## src/rtl/rfseq_pkg.sv

```systemverilog
package rfseq_pkg;
  localparam logic [1:0] MODE_PD   = 2'b00;
  localparam logic [1:0] MODE_IDLE = 2'b01;
  localparam logic [1:0] MODE_TX   = 2'b10;
  localparam logic [1:0] MODE_RX   = 2'b11;

  typedef enum logic {AGC_IDLE = 1'b0, AGC_WAIT = 1'b1} agc_st_e;
endpackage

```

## src/rtl/rfseq_mode.sv

```systemverilog
module rfseq_mode
  import rfseq_pkg::*;
(
  input  logic       clk,
  input  logic       rst_n,
  input  logic       mode_stb,
  input  logic [1:0] mode_req,
  input  logic       tx_start,
  input  logic       tx_done,
  output logic [1:0] cur_mode,
  output logic       pa_on
);
  logic       pend_v;
  logic [1:0] pend_m;

  always_ff @(posedge clk) begin
    if (!rst_n) begin
      cur_mode <= MODE_PD;
      pa_on    <= 1'b0;
      pend_v   <= 1'b0;
      pend_m   <= MODE_PD;
    end else if (pa_on) begin
      if (tx_done) pa_on <= 1'b0;
      if (mode_stb) begin
        pend_v <= 1'b1;
        pend_m <= mode_req;
      end
    end else if (pend_v) begin
      cur_mode <= pend_m;
      pend_v   <= 1'b0;
    end else begin
      if (mode_stb) cur_mode <= mode_req;
      if (tx_start && cur_mode == MODE_TX) pa_on <= 1'b1;
    end
  end
endmodule

```

## src/rtl/rfseq_agc.sv

```systemverilog
module rfseq_agc
  import rfseq_pkg::*;
#(
  parameter int TMO_W = 16
) (
  input  logic             clk,
  input  logic             rst_n,
  input  logic             go,
  input  logic [TMO_W-1:0] limit,
  input  logic             done,
  output logic             rst_out,
  output logic             tmo
);
  agc_st_e          st;
  logic [TMO_W-1:0] cnt;

  assign rst_out = (st == AGC_WAIT);

  always_ff @(posedge clk) begin
    if (!rst_n) begin
      st  <= AGC_IDLE;
      cnt <= '0;
      tmo <= 1'b0;
    end else if (st == AGC_IDLE) begin
      if (go) begin
        st  <= AGC_WAIT;
        cnt <= '0;
        tmo <= 1'b0;
      end
    end else begin
      if (done) begin
        st <= AGC_IDLE;
      end else if (cnt == limit) begin
        st  <= AGC_IDLE;
        tmo <= 1'b1;
      end else begin
        cnt <= cnt + TMO_W'(1);
      end
    end
  end
endmodule

```

## src/rtl/rfseq_ant.sv

```systemverilog
module rfseq_ant (
  input  logic clk,
  input  logic rst_n,
  input  logic in_rx,
  input  logic step,
  output logic sel
);
  always_ff @(posedge clk) begin
    if (!rst_n)            sel <= 1'b0;
    else if (step && in_rx) sel <= ~sel;
  end
endmodule

```

## src/rtl/rfseq_3wire.sv

```systemverilog
module rfseq_3wire #(
  parameter int WORD_W = 24,
  parameter int DIV_W  = 8
) (
  input  logic              clk,
  input  logic              rst_n,
  input  logic [WORD_W-1:0] in_data,
  input  logic              in_valid,
  output logic              in_ready,
  input  logic [DIV_W-1:0]  half,
  output logic              sclk,
  output logic              sdata,
  output logic              le_n
);
  localparam int BIT_W = $clog2(WORD_W);
  localparam logic [BIT_W-1:0] LAST = BIT_W'(WORD_W - 1);

  logic [WORD_W-1:0] sr;
  logic [DIV_W-1:0]  cnt;
  logic [DIV_W-1:0]  half_q;
  logic [BIT_W-1:0]  bitn;

  assign in_ready = le_n;
  assign sdata    = sr[WORD_W-1] & ~le_n;

  always_ff @(posedge clk) begin
    if (!rst_n) begin
      le_n   <= 1'b1;
      sclk   <= 1'b0;
      sr     <= '0;
      cnt    <= '0;
      half_q <= DIV_W'(1);
      bitn   <= '0;
    end else if (le_n) begin
      if (in_valid) begin
        sr     <= in_data;
        le_n   <= 1'b0;
        sclk   <= 1'b0;
        cnt    <= '0;
        bitn   <= '0;
        half_q <= (half == '0) ? DIV_W'(1) : half;
      end
    end else if (cnt == half_q - DIV_W'(1)) begin
      cnt <= '0;
      if (!sclk) begin
        sclk <= 1'b1;
      end else begin
        sclk <= 1'b0;
        if (bitn == LAST) begin
          le_n <= 1'b1;
        end else begin
          bitn <= bitn + BIT_W'(1);
          sr   <= {sr[WORD_W-2:0], 1'b0};
        end
      end
    end else begin
      cnt <= cnt + DIV_W'(1);
    end
  end
endmodule

```

## src/rtl/rf_ctrl_seq.sv

```systemverilog
module rf_ctrl_seq
  import rfseq_pkg::*;
#(
  parameter int WORD_W = 24,
  parameter int DIV_W  = 8,
  parameter int TMO_W  = 16
) (
  input  logic              clk,
  input  logic              rst_n,
  input  logic              mode_stb,
  input  logic [1:0]        mode_req,
  input  logic              tx_start,
  input  logic              tx_done,
  output logic [1:0]        rf_state,
  output logic              trsw_p,
  output logic              trsw_n,
  output logic              pa_en,
  input  logic              ant_step,
  output logic              ant_p,
  output logic              ant_n,
  input  logic              agc_go,
  input  logic [TMO_W-1:0]  agc_limit,
  input  logic              agc_done,
  output logic              agc_rst,
  output logic              agc_timeout,
  input  logic [WORD_W-1:0] cfg_data,
  input  logic              cfg_valid,
  output logic              cfg_ready,
  input  logic [DIV_W-1:0]  cfg_half,
  output logic              ser_clk,
  output logic              ser_data,
  output logic              ser_le_n
);
  logic [1:0] mode_q;
  logic       pa_q;
  logic       ant_q;

  rfseq_mode u_mode (
    .clk(clk), .rst_n(rst_n), .mode_stb(mode_stb), .mode_req(mode_req),
    .tx_start(tx_start), .tx_done(tx_done), .cur_mode(mode_q), .pa_on(pa_q)
  );

  rfseq_ant u_ant (
    .clk(clk), .rst_n(rst_n), .in_rx(mode_q == MODE_RX),
    .step(ant_step), .sel(ant_q)
  );

  rfseq_agc #(.TMO_W(TMO_W)) u_agc (
    .clk(clk), .rst_n(rst_n), .go(agc_go), .limit(agc_limit),
    .done(agc_done), .rst_out(agc_rst), .tmo(agc_timeout)
  );

  rfseq_3wire #(.WORD_W(WORD_W), .DIV_W(DIV_W)) u_ser (
    .clk(clk), .rst_n(rst_n), .in_data(cfg_data), .in_valid(cfg_valid),
    .in_ready(cfg_ready), .half(cfg_half), .sclk(ser_clk),
    .sdata(ser_data), .le_n(ser_le_n)
  );

  assign rf_state = mode_q;
  assign pa_en    = pa_q;
  assign trsw_p   = (mode_q == MODE_TX);
  assign trsw_n   = ~trsw_p;
  assign ant_p    = ant_q;
  assign ant_n    = ~ant_q;
endmodule

```

## config.mk

```make
export PLATFORM = sky130hd
export DESIGN_NAME = rf_ctrl_seq
export DESIGN_NICKNAME = d
export VERILOG_FILES = /design/src/rtl/rfseq_pkg.sv /design/src/rtl/rfseq_mode.sv /design/src/rtl/rfseq_agc.sv /design/src/rtl/rfseq_ant.sv /design/src/rtl/rfseq_3wire.sv /design/src/rtl/rf_ctrl_seq.sv
export SDC_FILE = /design/constraint.sdc
export NUM_CORES = 1
export LEC_CHECK = 0
export BUFFER_PORTS_ARGS = -buffer_cell sky130_fd_sc_hd__buf_4
export CORE_MARGIN = 2
export CORE_UTILIZATION = 50
export DETAILED_ROUTE_END_ITERATION = 16
export PLACE_DENSITY = 0.73
export SLEW_MARGIN = 20
export SYNTH_ARGS = -nofsm -noshare
export SYNTH_HDL_FRONTEND = slang
export SYNTH_SLANG_ARGS = --single-unit
```

## constraint.sdc

```tcl
create_clock -name clk -period 3.1 [get_ports clk]
set_input_delay 0.155 -clock clk [delete_from_list [all_inputs] [get_ports clk]]
set_output_delay 0.155 -clock clk [all_outputs]
set_load 0.01 [all_outputs]
```

* After elaboration in Yosys (flattened, before gate mapping) *
Cells that the tools add are included.

word-level totals
  register bits after elaboration = 72
  latch bits = 0
  memory bits (writable) = 0
  ROM bits = 0
  input bits = 59
  output and inout bits = 13
  logic and storage cells = 89
  memories = 0

cells by class
  $add $sub $neg = 4
  multiply operators = 0
  div/mod/pow operators = 0
  $lt $le $gt $ge = 0
  eq/ne operators = 10
  shifts and indexed selects = 0
  muxes and demuxes = 41
  bitwise logic cells = 5
  reduce and logical (&&, ||, !) cells = 15

operators with widths
  operator                                                             count
  24-bit two-way mux                                                   5
  16-bit two-way mux                                                   4
  8-bit two-way mux                                                    4
  5-bit two-way mux                                                    5
  1-bit two-way mux                                                    21
  16-bit by 1-bit adder with 16-bit output (second input constant)     1
  16-bit equality test                                                 1
  2-bit AND reduction                                                  5
  8-bit by 1-bit adder with 8-bit output (second input constant)       1
  8-bit equality test                                                  1
  8-bit logical NOT                                                    1
  2-bit != test (second input constant)                                4
  2-bit nonzero test                                                   4
  8-bit by 1-bit subtractor with 8-bit output (second input constant)  1
  3-bit AND reduction                                                  2
  5-bit by 1-bit adder with 5-bit output (second input constant)       1
  5-bit equality test (second input constant)                          1
  2-bit equality test (second input constant)                          2
  2-bit two-way mux                                                    2
  1-bit inverter                                                       4
  4-bit AND reduction                                                  1
  1-bit logical AND                                                    2
  2-bit by 1-bit != test with 1-bit output (second input constant)     1
  1-bit bitwise AND                                                    1

* Depth between registers and ports, before layout *
  depth after elaboration = 5
  mapped depth = 12
  gate-level depth less buffers = 9

* Cells and area by module *
From an unflattened synthesis, not the netlist that was laid out.

unflattened totals
  cells, all modules = 469
  area total of the unflattened synthesis = 4,055.1 um^2

modules (own cells, without submodules)
  module       times used  cells an instance  area an instance (um^2)  sequential area each (um^2)
  rfseq_3wire  1           291                2,538.7                  940.9
  rfseq_agc    1           143                1,199.9                  360.3
  rfseq_mode   1           26                 246.5                    120.1
  rfseq_ant    1           5                  43.8                     20.0
  rf_ctrl_seq  1           4                  26.3                     0.0

* Least setup slack after synthesis *
OpenSTA, ideal clock, no wires.

  path type = reg2reg
  from = register u_ser.half_q[0]
  to = register u_ser.sr[10]
  library setup time = 0.146 ns
  arrival = 2.313 ns
  required time = 2.954 ns
  slack = 0.641 ns
  stages on the path, launching flop included = 13
  path buffers = 3
  period minus slack after synthesis = 2.459 ns
  cells stage by stage = dfxtp_1 > inv_1 > ha_1 > buf_2 > nor2b_1 > or3_1 > a31oi_1 > o211ai_2 > o21ai_2 > and2_4 > buf_8 > buf_12 > a211oi_2

between the ends
  cells in the longest elaborated chain, start to end = 4

ends and longest elaborated chain
  element                                      RTL line           source
  start: declaration                           rfseq_3wire.sv:20  logic [DIV_W-1:0] half_q;
  start signal: assignment                     rfseq_3wire.sv:41  half_q <= (half == '0) ? DIV_W'(1) : half;
  8-bit by 1-bit subtractor with 8-bit output  rfseq_3wire.sv:43  end else if (cnt == half_q - DIV_W'(1)) begin
  8-bit equality test                          rfseq_3wire.sv:43
  2-bit nonzero test (no line)                 -
  4-bit AND reduction (no line)                -
  end signal: assignment                       rfseq_3wire.sv:36  sr <= in_data;
  end signal: assignment                       rfseq_3wire.sv:53  sr <= {sr[WORD_W-2:0], 1'b0};
  end: declaration                             rfseq_3wire.sv:18  logic [WORD_W-1:0] sr;

Every way passes these cells.
A chain may end at the register's enable or synchronous reset.

* Final worst setup path *
  from = register u_ser.half_q[0]
  to = register u_ser.sr[23]

Same word-level chain as after synthesis.

==> impl_metrics.csv <==
group,metric,value,unit
floorplan,start_util,52.2,%
final_layout,instances_no_fill,595,
sta,post-route-min-period,2.75,ns
synthesis,synth_enable_flop_cells,0,
setup_path,worstPathRequired,3.36,ns
grt,grt_overflow,0,
place,dp_cells,580,
floorplan,die_x,91.7,um
clocking,clockBufferDepth,2,
hold_path,hp-class,"in -> reg",
place,hpwl,5900,um
final_layout,finalNetCount,555,
place,io_buffers,71,
synthesis,yosysSeqAreaShare,37.5,%
clocking,cts_htree_levels,3,
routing,drt_iter0_markers,138,
clocking,post_cts_resize_count,0,
routing,drt_first_pass_iters,4,
setup_path,crit_type,"reg -> reg",
pwr,power_density,469,nW/um^2
grt,grt_usage,20.1,%
synthesis,syn_area,3850,sq um
clocking,cts_root_buf,"clkbuf_8",
clocking,hold_buffers,0,
pwr,leakage,0.00186,uW
pwr,ir_drop,0.000241,V
clocking,cts.sinks,72,
setup_path,critPathArrivalTime,3.02,ns
routing,drt.antenna.violating_nets,0,
synthesis,synth_seq_cells,72,
setup_path,worst-path-max-fanout,24,
setup_path,start_kind,"flip-flop",
synthesis,synth_cell_types,56,
routing,vias,3290,
synthesis,postSynth.asyncResetShare,0,%
clocking,cts_tree,"yes",
floorplan,placement_rows,31,
clocking,clk_pin_slew_worst_paths,0.07,ns
sta,final_max_slew_viol_count,0,
sta,fin_setup_tns,0,ns
sta,relSlewSlack,35.1,%
floorplan,core,7370,sq um
clocking,numCtsBuffers,9,
synthesis,synth_nets,494,
synthesis,syn_inst,431,
floorplan,io_pins,72,
grt,grt_pass1_wl,13900,um
routing,wl,8290,um
grt,grt_max_degree,29,
sta,fmax,0.363,GHz
sta,worst_clock_skew,0.00913,ns
synthesis,syn_area_per_cell,8.93,sq um
synthesis,ys.flop_type,"dfxtp_1",
grt,antenna_found_initial,0,
run_status,status,"complete, no violations",
routing,drc_errors,0,
sta,finalCritPeriodShare,88.9,%
routing,viasPerCell,5.53,
sta,setup_violations,0,
sta,final_hold_viol_count,0,
grt,grt_pass1_vias,3142,
setup_path,worstSetupEndpointType,"flip-flop",
final_layout,drive_above_1_share,24.2,%
place,gp_congestion,0.799,
final_layout,syn2layout_area_growth,19.0,%
clocking,clkLatencyLatePin,0.34,ns
sta,tightest_slew,0.972,ns
clocking,cts_setup_buffers,0,
floorplan,dieArea,8410,sq um
sta,rsz0062_at_grt,"false",
floorplan,die_height,91.7,um
routing,wire_per_inst,13.9,um
synthesis,synth_warnings,0,
final_layout,n_antenna_cell,0,
run,maxCapViolations,0,
cells in the mapped netlist (all sizes together) (2+ instances only):
library cell / count / area, sq um
dfxtp: 72 / 1440
nor2: 33 / 124
nand2: 41 / 154
a21oi: 47 / 235
and3: 5 / 31.3
nand4: 4 / 25.0
nor3: 6 / 30.0
a31oi: 4 / 25.0
inv: 12 / 45.0
o21ai: 13 / 68.8
and2: 3 / 21.3
or3: 8 / 50.1
nand2b: 8 / 50.1
nor4: 7 / 56.3
nor3b: 3 / 27.5
ha: 4 / 50.1
xor2: 20 / 175
nor2b: 6 / 37.5
o211ai: 2 / 20.0
clkbuf: 9 / 33.8
nor4b: 2 / 17.5
a22o: 3 / 26.3
a211oi: 25 / 288
xnor2: 17 / 149
a21o: 3 / 23.8
mux2i: 26 / 260
and4: 3 / 26.3
nand3: 15 / 75.1
buf: 16 / 143
report_power, final:
group	switching, uW	internal, uW	leakage (uW)
Clock	335	492	0.000112
Combinational	160	158	0.00116
Sequential	39.6	965	0.000588
Total	534	1620	0.00186
kinds of logic after synthesis:
family | synth area share (%)
multiplexers | 6.76
AND/OR/NAND/NOR | 19.5
AO/OA/AOI/OAI | 20.8
flip-flops | 37.5
adder cells (fa/ha/maj) | 1.30
XOR/XNOR | 8.42
buffers and inverters | 5.76
layer usage:
| layer | vias up | wire length [um] | track usage (%) |
|---|---|---|---|
| li1 | 1648 | - | - |
| met1 | 1569 | 3660 | 23.8 |
| met2 | 58 | 4250 | 35.6 |
| met3 | 15 | 253 | 5.75 |
| met4 | 0 | 119 | 5.35 |
| met5 | - | 0 | 0 |
critical path, cell delays in order, from the launching register on:
cell and delay, ns:
dfxtp_1 0.43, inv_1 0.10, ha_1 0.30, nor2b_1 0.17, or3_1 0.36, a31oi_1 0.21, o211ai_2 0.25, o21ai_2 0.20
buf_4 0.29, a21oi_1 0.13, a211oi_2 0.25
area by class of cell:
class                   instances  area (sq um)
fillers                       660          2790
multi-input cells             322          2180
flip-flops and latches         72          1440
repair buffers                 75           563
clock buffers                  12           155
well taps                      99           124
clock inverters                 3          65.1
inverters                      12          45.0
per-stage QoR:
step           power (uW)  worst slack (ns)  area, sq um  utilization, %  hold slack [ns]
5_1_grt              2250             0.171         4580            62.1           0.0604
3_5_place_dp         1340             0.333         4360            59.2            0.420
6_report             2150             0.345         4580            62.1           0.0682
4_1_cts              2170             0.333         4580            62.1           0.0570
3_3_place_gp         1330             0.518         4360            59.2            0.412
2_1_floorplan        1250             0.641         3850               -            0.244
cells in the final DEF (no fill, tap or decap), drive strengths merged, types with 4 or more instances in the layout:
master,netlist,routed
mux2i,26,26
ha,4,4
nand4,4,4
clkbuf,9,12
nand2,41,41
nor3,6,6
xor2,20,20
inv,12,12
dfxtp,72,72
o21ai,13,13
buf,16,75
or3,8,8
nand3,15,15
a31oi,4,4
a21oi,47,47
a211oi,25,25
nor2,33,33
xnor2,17,17
and3,5,5
nand2b,8,8
nor2b,6,6
nor4,7,7
sequential cells by signal, summed over array words and instances (netlist names), 2 cells and up:
signal / flops
u_ser.sr: 24
u_agc.cnt: 16
u_ser.cnt: 8
u_ser.half_q: 8
u_ser.bitn: 5
u_mode.cur_mode: 2
u_mode.pend_m: 2
path summary, 6_finish.rpt:
check                           startpoint                       endpoint  slack, ns  cells past startpoint
min                            cfg_half[4]   u_ser.half_q[4]$_SDFFE_PN0P_       0.07                      3
max           u_ser.half_q[0]$_SDFFE_PN1P_      u_ser.sr[23]$_SDFFE_PN0P_       0.35                     10
max reg2reg   u_ser.half_q[0]$_SDFFE_PN1P_      u_ser.sr[23]$_SDFFE_PN0P_       0.35                     10
min reg2reg  u_mode.pend_m[0]$_SDFFE_PN0P_  u_mode.pend_m[0]$_SDFFE_PN0P_       0.46                      2
(Power assumes the default switching activity.)
